**config.mk**
```make
export PLATFORM = sky130hd
export DESIGN_NAME = cfgp_access_port
export DESIGN_NICKNAME = d
export VERILOG_FILES = /design/src/rtl/cfgp_pkg.sv /design/src/rtl/cfgp_rst_sync.sv /design/src/rtl/cfgp_regs.sv /design/src/rtl/cfgp_lane.sv /design/src/rtl/cfgp_seq.sv /design/src/rtl/cfgp_access_port.sv
export SDC_FILE = /design/constraint.sdc
export NUM_CORES = 1
export LEC_CHECK = 0
export BUFFER_PORTS_ARGS = -buffer_cell sky130_fd_sc_hd__buf_2
export CORE_MARGIN = 2
export CORE_UTILIZATION = 45
export DETAILED_ROUTE_END_ITERATION = 8
export PLACE_DENSITY_LB_ADDON = 0.25
export SYNTH_ARGS = -nofsm -noshare
export SYNTH_HDL_FRONTEND = slang
export SYNTH_HIERARCHICAL = 1
export SYNTH_SLANG_ARGS = --single-unit
export TNS_END_PERCENT = 100
```
**constraint.sdc**
```tcl
create_clock -name clk -period 3.9 [get_ports clk]
set_clock_uncertainty 0.2 [all_clocks]
set_input_delay 0.39 -clock clk [delete_from_list [all_inputs] [get_ports clk]]
set_output_delay 0.39 -clock clk [all_outputs]
set_load 0.05 [all_outputs]
```
**src/rtl/cfgp_pkg.sv**
```systemverilog
`timescale 1ns/1ps
package cfgp_pkg;
  localparam int DATA_W  = 32;
  localparam int LANES   = DATA_W / 8;
  localparam int BUS_W   = 8;
  localparam int DEV_W   = 5;
  localparam int FN_W    = 3;
  localparam int IDX_W   = 6;

  localparam logic [1:0] SZ_BYTE = 2'd0;
  localparam logic [1:0] SZ_HALF = 2'd1;

  typedef struct packed {
    logic             en;
    logic [BUS_W-1:0] bus;
    logic [DEV_W-1:0] dev;
    logic [FN_W-1:0]  fn;
    logic [IDX_W-1:0] idx;
  } sel_t;

  typedef enum logic [1:0] {
    SQ_IDLE  = 2'd0,
    SQ_ISSUE = 2'd1,
    SQ_WAIT  = 2'd2,
    SQ_DONE  = 2'd3
  } seq_state_e;
endpackage

```
**src/rtl/cfgp_rst_sync.sv**
```systemverilog
`timescale 1ns/1ps
module cfgp_rst_sync #(
  parameter int STAGES = 2
) (
  input  logic clk,
  input  logic rst_n,
  output logic rst_n_sync
);
  logic [STAGES-1:0] chain_q;
  logic [STAGES-1:0] chain_d;

  always_comb chain_d = {chain_q[STAGES-2:0], 1'b1};

  always_ff @(posedge clk or negedge rst_n) begin
    if (!rst_n) chain_q <= '0;
    else        chain_q <= chain_d;
  end

  assign rst_n_sync = chain_q[STAGES-1];
endmodule

```
**src/rtl/cfgp_regs.sv**
```systemverilog
`timescale 1ns/1ps
module cfgp_regs
  import cfgp_pkg::*;
#(
  parameter int              ADDR_W   = 8,
  parameter int              IOSZ_W   = 4,
  parameter logic [ADDR_W-1:0] OFF_SEL  = 8'h28,
  parameter logic [ADDR_W-1:0] OFF_CTRL = 8'h08,
  parameter logic [ADDR_W-1:0] OFF_IOSZ = 8'h00
) (
  input  logic              clk,
  input  logic              rst_n,
  input  logic              wr_en,
  input  logic [ADDR_W-3:0] waddr,
  input  logic [DATA_W-1:0] wdata,
  output sel_t              sel_o,
  output logic [2:0]        ctl_o,
  output logic [IOSZ_W-1:0] iosz_o,
  output logic [DATA_W-1:0] rd_o
);
  localparam int WA_W = ADDR_W - 2;
  localparam logic [WA_W-1:0] WA_SEL  = OFF_SEL[ADDR_W-1:2];
  localparam logic [WA_W-1:0] WA_CTRL = OFF_CTRL[ADDR_W-1:2];
  localparam logic [WA_W-1:0] WA_IOSZ = OFF_IOSZ[ADDR_W-1:2];

  sel_t              sel_q, sel_d;
  logic [2:0]        ctl_q, ctl_d;
  logic [IOSZ_W-1:0] iosz_q, iosz_d;
  logic              sel_ld, ctl_ld, iosz_ld;
  logic              unused_wbits;

  assign unused_wbits = ^{wdata[30:24], wdata[1:0]};

  // Load enables and next values
  always_comb begin
    sel_ld  = wr_en && (waddr == WA_SEL);
    ctl_ld  = wr_en && (waddr == WA_CTRL);
    iosz_ld = wr_en && (waddr == WA_IOSZ);
    sel_d.en  = wdata[31];
    sel_d.bus = wdata[23:16];
    sel_d.dev = wdata[15:11];
    sel_d.fn  = wdata[10:8];
    sel_d.idx = wdata[7:2];
    ctl_d   = wdata[2:0];
    iosz_d  = wdata[IOSZ_W-1:0];
  end

  always_ff @(posedge clk or negedge rst_n) begin
    if (!rst_n)      sel_q <= '0;
    else if (sel_ld) sel_q <= sel_d;
  end

  always_ff @(posedge clk or negedge rst_n) begin
    if (!rst_n)      ctl_q <= '0;
    else if (ctl_ld) ctl_q <= ctl_d;
  end

  always_ff @(posedge clk or negedge rst_n) begin
    if (!rst_n)       iosz_q <= '0;
    else if (iosz_ld) iosz_q <= iosz_d;
  end

  // Readback
  always_comb begin
    rd_o = '0;
    if (waddr == WA_SEL)
      rd_o = {sel_q.en, 7'b0, sel_q.bus, sel_q.dev, sel_q.fn, sel_q.idx, 2'b00};
    else if (waddr == WA_CTRL)
      rd_o = {{(DATA_W-3){1'b0}}, ctl_q};
    else if (waddr == WA_IOSZ)
      rd_o = {{(DATA_W-IOSZ_W){1'b0}}, iosz_q};
  end

  assign sel_o  = sel_q;
  assign ctl_o  = ctl_q;
  assign iosz_o = iosz_q;
endmodule

```
**src/rtl/cfgp_lane.sv**
```systemverilog
`timescale 1ns/1ps
module cfgp_lane
  import cfgp_pkg::*;
(
  input  logic              we_i,
  input  logic [1:0]        off_i,
  input  logic [1:0]        size_i,
  input  logic [DATA_W-1:0] wdata_i,
  output logic [LANES-1:0]  be_o,
  output logic [DATA_W-1:0] data_o
);
  logic [DATA_W-1:0] shifted;

  always_comb begin
    be_o    = '1;
    shifted = wdata_i;
    if (we_i) begin
      if (size_i == SZ_BYTE) begin
        be_o    = LANES'(1) << off_i;
        shifted = wdata_i << {off_i, 3'b000};
      end else if (size_i == SZ_HALF) begin
        be_o    = off_i[1] ? 4'b1100 : 4'b0011;
        shifted = off_i[1] ? (wdata_i << 16) : wdata_i;
      end
    end
  end

  for (genvar i = 0; i < LANES; i++) begin : g_lane
    assign data_o[8*i +: 8] = be_o[i] ? shifted[8*i +: 8] : 8'h00;
  end
endmodule

```
**src/rtl/cfgp_seq.sv**
```systemverilog
`timescale 1ns/1ps
module cfgp_seq
  import cfgp_pkg::*;
(
  input  logic              clk,
  input  logic              rst_n,
  input  logic              start_i,
  input  logic              we_i,
  input  logic [LANES-1:0]  be_i,
  input  logic [DATA_W-1:0] wdata_i,
  output logic              req_valid_o,
  input  logic              req_ready_i,
  output logic              req_write_o,
  output logic [LANES-1:0]  req_be_o,
  output logic [DATA_W-1:0] req_wdata_o,
  input  logic              rsp_valid_i,
  input  logic [DATA_W-1:0] rsp_rdata_i,
  output logic              host_ready_o,
  output logic [DATA_W-1:0] rdata_o
);
  seq_state_e        st_q, st_d;
  logic              cap_ld, rsp_ld;
  logic              wr_q;
  logic [LANES-1:0]  be_q;
  logic [DATA_W-1:0] wd_q;
  logic [DATA_W-1:0] rd_q;

  always_comb begin
    st_d         = st_q;
    cap_ld       = 1'b0;
    rsp_ld       = 1'b0;
    host_ready_o = 1'b0;
    unique case (st_q)
      SQ_IDLE: begin
        host_ready_o = !start_i;
        if (start_i) begin
          cap_ld = 1'b1;
          st_d   = SQ_ISSUE;
        end
      end
      SQ_ISSUE: if (req_ready_i) st_d = SQ_WAIT;
      SQ_WAIT: if (rsp_valid_i) begin
        rsp_ld = 1'b1;
        st_d   = SQ_DONE;
      end
      SQ_DONE: begin
        host_ready_o = 1'b1;
        st_d         = SQ_IDLE;
      end
      default: st_d = SQ_IDLE;
    endcase
  end

  always_ff @(posedge clk or negedge rst_n) begin
    if (!rst_n) st_q <= SQ_IDLE;
    else        st_q <= st_d;
  end

  always_ff @(posedge clk or negedge rst_n) begin
    if (!rst_n) begin
      wr_q <= 1'b0;
      be_q <= '0;
      wd_q <= '0;
    end else if (cap_ld) begin
      wr_q <= we_i;
      be_q <= be_i;
      wd_q <= wdata_i;
    end
  end

  always_ff @(posedge clk or negedge rst_n) begin
    if (!rst_n)      rd_q <= '0;
    else if (rsp_ld) rd_q <= rsp_rdata_i;
  end

  assign req_valid_o = (st_q == SQ_ISSUE);
  assign req_write_o = wr_q;
  assign req_be_o    = be_q;
  assign req_wdata_o = wd_q;
  assign rdata_o     = rd_q;
endmodule

```
**src/rtl/cfgp_access_port.sv**
```systemverilog
`timescale 1ns/1ps
module cfgp_access_port
  import cfgp_pkg::*;
#(
  parameter int                ADDR_W   = 8,
  parameter int                IOSZ_W   = 4,
  parameter logic [ADDR_W-1:0] OFF_IOSZ = 8'h00,
  parameter logic [ADDR_W-1:0] OFF_CTRL = 8'h08,
  parameter logic [ADDR_W-1:0] OFF_SEL  = 8'h28,
  parameter logic [ADDR_W-1:0] OFF_DATA = 8'h2C
) (
  input  logic              clk,
  input  logic              rst_n,
  input  logic              host_valid,
  input  logic              host_we,
  input  logic [ADDR_W-1:0] host_addr,
  input  logic [1:0]        host_size,
  input  logic [31:0]       host_wdata,
  output logic              host_ready,
  output logic [31:0]       host_rdata,
  output logic              cfg_req_valid,
  input  logic              cfg_req_ready,
  output logic              cfg_req_write,
  output logic [7:0]        cfg_req_bus,
  output logic [4:0]        cfg_req_dev,
  output logic [2:0]        cfg_req_fn,
  output logic [5:0]        cfg_req_idx,
  output logic [3:0]        cfg_req_be,
  output logic [31:0]       cfg_req_wdata,
  input  logic              cfg_rsp_valid,
  input  logic [31:0]       cfg_rsp_rdata,
  output logic              ctl_io_en,
  output logic              ctl_mem_en,
  output logic              ctl_master_en,
  output logic [IOSZ_W-1:0] io_size
);
  localparam logic [ADDR_W-3:0] WA_DATA = OFF_DATA[ADDR_W-1:2];

  logic              rst_n_i;
  sel_t              sel;
  logic              sel_en;
  logic [2:0]        ctl;
  logic [DATA_W-1:0] reg_rd;
  logic              win_hit;
  logic              win_start;
  logic              reg_wr;
  logic [LANES-1:0]  lane_be;
  logic [DATA_W-1:0] lane_data;
  logic              seq_ready;
  logic [DATA_W-1:0] seq_rdata;

  cfgp_rst_sync #(.STAGES(2)) rst_i (
    .clk        (clk),
    .rst_n      (rst_n),
    .rst_n_sync (rst_n_i)
  );

  assign win_hit   = (host_addr[ADDR_W-1:2] == WA_DATA);
  assign sel_en    = sel.en;
  assign win_start = host_valid && win_hit && sel_en;
  assign reg_wr    = host_valid && host_ready && host_we && !win_hit;

  cfgp_regs #(
    .ADDR_W   (ADDR_W),
    .IOSZ_W   (IOSZ_W),
    .OFF_SEL  (OFF_SEL),
    .OFF_CTRL (OFF_CTRL),
    .OFF_IOSZ (OFF_IOSZ)
  ) regs_i (
    .clk    (clk),
    .rst_n  (rst_n_i),
    .wr_en  (reg_wr),
    .waddr  (host_addr[ADDR_W-1:2]),
    .wdata  (host_wdata),
    .sel_o  (sel),
    .ctl_o  (ctl),
    .iosz_o (io_size),
    .rd_o   (reg_rd)
  );

  cfgp_lane lane_i (
    .we_i    (host_we),
    .off_i   (host_addr[1:0]),
    .size_i  (host_size),
    .wdata_i (host_wdata),
    .be_o    (lane_be),
    .data_o  (lane_data)
  );

  cfgp_seq seq_i (
    .clk          (clk),
    .rst_n        (rst_n_i),
    .start_i      (win_start),
    .we_i         (host_we),
    .be_i         (lane_be),
    .wdata_i      (lane_data),
    .req_valid_o  (cfg_req_valid),
    .req_ready_i  (cfg_req_ready),
    .req_write_o  (cfg_req_write),
    .req_be_o     (cfg_req_be),
    .req_wdata_o  (cfg_req_wdata),
    .rsp_valid_i  (cfg_rsp_valid),
    .rsp_rdata_i  (cfg_rsp_rdata),
    .host_ready_o (seq_ready),
    .rdata_o      (seq_rdata)
  );

  assign host_ready = seq_ready;

  always_comb begin
    if (!win_hit)    host_rdata = reg_rd;
    else if (sel_en) host_rdata = seq_rdata;
    else             host_rdata = '1;
  end

  assign cfg_req_bus   = sel.bus;
  assign cfg_req_dev   = sel.dev;
  assign cfg_req_fn    = sel.fn;
  assign cfg_req_idx   = sel.idx;
  assign ctl_io_en     = ctl[0];
  assign ctl_mem_en    = ctl[1];
  assign ctl_master_en = ctl[2];
endmodule

```
==> impl_metrics.json <==
{
  "status": "complete, no violations",
  "hold_class": "input pin to flip-flop",
  "grt_pass1_vias": 4478,
  "p_total_uw": 3120,
  "seq_power_share": 0.450,
  "insertion_delay_ns": 0.35,
  "drt_iter0_drc": 213,
  "crit_path_max_incr_delay_ns": 0.40,
  "slew_headroom": 0.272,
  "drive_gt1_frac": 0.427,
  "start_util": 0.462,
  "ys.flop_type": "dfrtp_1",
  "wl_per_cell_um": 18.6,
  "grt_max_degree": 86,
  "slew_violations": 0,
  "power_density_nw_per_um2": 428,
  "postCtsSetupBuffers": 0,
  "drtAntennaViolNets": 0,
  "die_height_um": 121,
  "final_common_cell": "buf_2",
  "cp.buffers_inverters": 2,
  "first_pass_iters": 7,
  "core_area_um2": 13200,
  "cts_num_sinks": 103,
  "rr_startpoint": "seq_i/st_q[0]",
  "async_flop_share": 1.00,
  "reg2reg_depth": 9,
  "finalWirelength_um": 15800,
  "place_hpwl_um": 11700,
  "internal-power_uw": 2140,
  "routed_via_density": 5.30,
  "path_cells": "inv_1 > ha_1 > nor2b_1 > nor2_1 > nor2_1 > and4_1 > and4_1 > buf_4 > mux2_2",
  "finalHoldViolCount": 0,
  "grt_use_total": 0.220,
  "clockPowerShare": 0.282,
  "switching_power_uw": 980,
  "crit_family": "simple AND/OR/NAND/NOR gates",
  "tightestPinTransition_ns": 1.09,
  "synth_seq_cells": 103,
  "crit_type": "flip-flop to flip-flop",
  "reg2reg_to": "regs_i/sel_o[15]",
  "required_ns": 3.93,
  "finalCritPeriodShare": 0.675,
  "cts_tree": "done",
  "max_freq_mhz": 380,
  "grt_pass1_wl_um": 24800,
  "dieArea_um2": 14500,
  "tns_ns": 0,
  "netlist_area_um2": 6120,
  "antenna_found_initial": 0,
  "rsz0062_at_grt": "no",
  "place_congestion": 0.950,
  "num_vias": 4502,
  "syn_to_final_growth_pct": 19.2,
  "combPwrFrac": 0.268,
  "rows": 42,
  "num_antenna_cells": 0,
  "root_buffer": "clkbuf_16",
  "final_cell_mix": "buf_2 (179), dfrtp_1 (102), mux2_1 (61)",
  "remaining_drc_errors": 0,
  "path_clk_slew_ns": 0.06,
  "crit_path_end_kind": "flip-flop",
  "cap_violations": 0,
  "worstHoldEndpoint": "seq_i/rdata_o[30]",
  "cp.arrival_ns": 2.67,
  "start_kind": "flip-flop",
  "synth_seq_area_share": 0.421,
  "nets": 754,
  "pin_count": 180,
  "holdPathStages": 2,
  "htreeDepth": 3,
  "p_sw_frac": 0.314,
  "critPathSlowestCell": "dfrtp_1",
  "setup_viol": 0,
  "worst-path-stages": 9,
  "ir_drop_mv": 0.181,
  "clock_path_buffers": 2,
  "die_w_um": 121,
  "period_minus_slack_ns": 2.63,
  "port_buffers": 179,
  "syn_area_per_cell_um2": 12.1,
  "synth_edf_count": 0,
  "overflow": 0,
  "r2r_slack_ns": 1.27,
  "synth_cells": 507,
  "numCtsBuffers": 9,
  "n_fill_cell": 1224,
  "p_leak_uw": 0.00388,
  "critPathMaxFanout": 23,
  "hold_start": "cfg_rsp_rdata[30]",
  "fin_util": 0.551,
  "ys_types": 49,
  "yosysWarnings": 6
}
## registers in the layout (all words and copies together) (netlist names)
signal / count
seq_i/st_q: 2
regs_i/ctl_o: 3
regs_i/sel_o: 23
rst_i/chain_q: 2
seq_i/req_be_o: 4
seq_i/rdata_o: 32
seq_i/req_write_o: 1
seq_i/req_wdata_o: 32
regs_i/iosz_o: 4
## cell usage after synthesis (4+ instances only)
cell        n  share of area
a31oi_1    11          0.011
clkbuf_1   10         0.0061
dfrtp_1   103           0.42
o21a_1     12          0.015
a211o_1     7          0.010
buf_4      11          0.013
o21ai_0     6         0.0049
nor2_1     12         0.0074
a22o_1     11          0.016
mux2_1     61           0.11
mux2_4     48           0.12
mux2i_1     8          0.013
buf_2       7         0.0057
nand2_1    18          0.011
inv_1       8         0.0049
and2_1     30          0.031
a21oi_1    11         0.0090
and3_1     13          0.013
ha_1        4         0.0082
buf_6       9          0.017
a22oi_1     8         0.0098
o21ai_1     7         0.0057
nand2b_1   35          0.036
mux2_2     24          0.044
## what timing repair did
item / CTS / global route
setup endpoints to repair: 0 / 0
gates resized for setup: 0 / 0
hold buffers: 1 / 0
endpoints found under the hold margin: 2 / 0
## power by group through the flow
stage / Clock (uW) / Sequential (uW) / Combinational [uW]
3_3_place_gp: 0 / 1410 / 819
4_1_cts: 909 / 1410 / 847
2_1_floorplan: 0 / 1490 / 549
6_report: 880 / 1410 / 837
5_1_grt: 946 / 1440 / 900
3_5_place_dp: 0 / 1430 / 843
## layer usage
metal  up-vias  track usage  share of wire
met5         -            0              0
met4         0       0.0814          0.019
met3        21       0.0368          0.058
met2       157        0.348           0.47
met1      2203        0.303           0.46
li1       2121            -              -
## worst max path at each step
stage	to	startpoint	slack (ns)
detailed placement	regs_i/sel_o[16]	host_addr[5]	1.09
global placement	regs_i/sel_o[15]	host_addr[5]	1.13
CTS	regs_i/sel_o[17]	seq_i/st_q[0]	1.26
floorplan	regs_i/ctl_o[0]	rst_i/chain_q[1]	0.62
global route	regs_i/sel_o[17]	seq_i/st_q[0]	1.08
finish	regs_i/sel_o[15]	seq_i/st_q[0]	1.27
## layout make-up
cell class	instances	area, um2	share of cell area
Inverter	8	30.0	0.00412
Tap cell	176	220	0.0302
Clock inverter	4	48.8	0.00669
Multi-Input combinational cell	363	3240	0.444
Clock buffer	11	233	0.0319
Sequential cell	103	2580	0.354
Timing Repair Buffer	185	943	0.129
## stage by stage
stage	instance area [um2]	setup WS [ns]	cells	hold WS (ns)
floorplan	6140	0.618	513	-0.106
global placement	7000	1.13	834	-0.0254
detailed placement	7000	1.09	834	-0.0229
CTS	7290	1.26	850	0.0359
global route	7290	1.08	850	0.0477
finish	7290	1.27	850	0.0497
## logic make-up after synthesis
kind of cell	Yosys count	share of synthesized area
flops	103	0.421
compound gates	80	0.0957
mux	141	0.287
fa+ha+maj	4	0.00818
buf+inv	47	0.0534
simple gates	130	0.133
other cells	2	0.00123
Power figures use the tool's default switching activity.
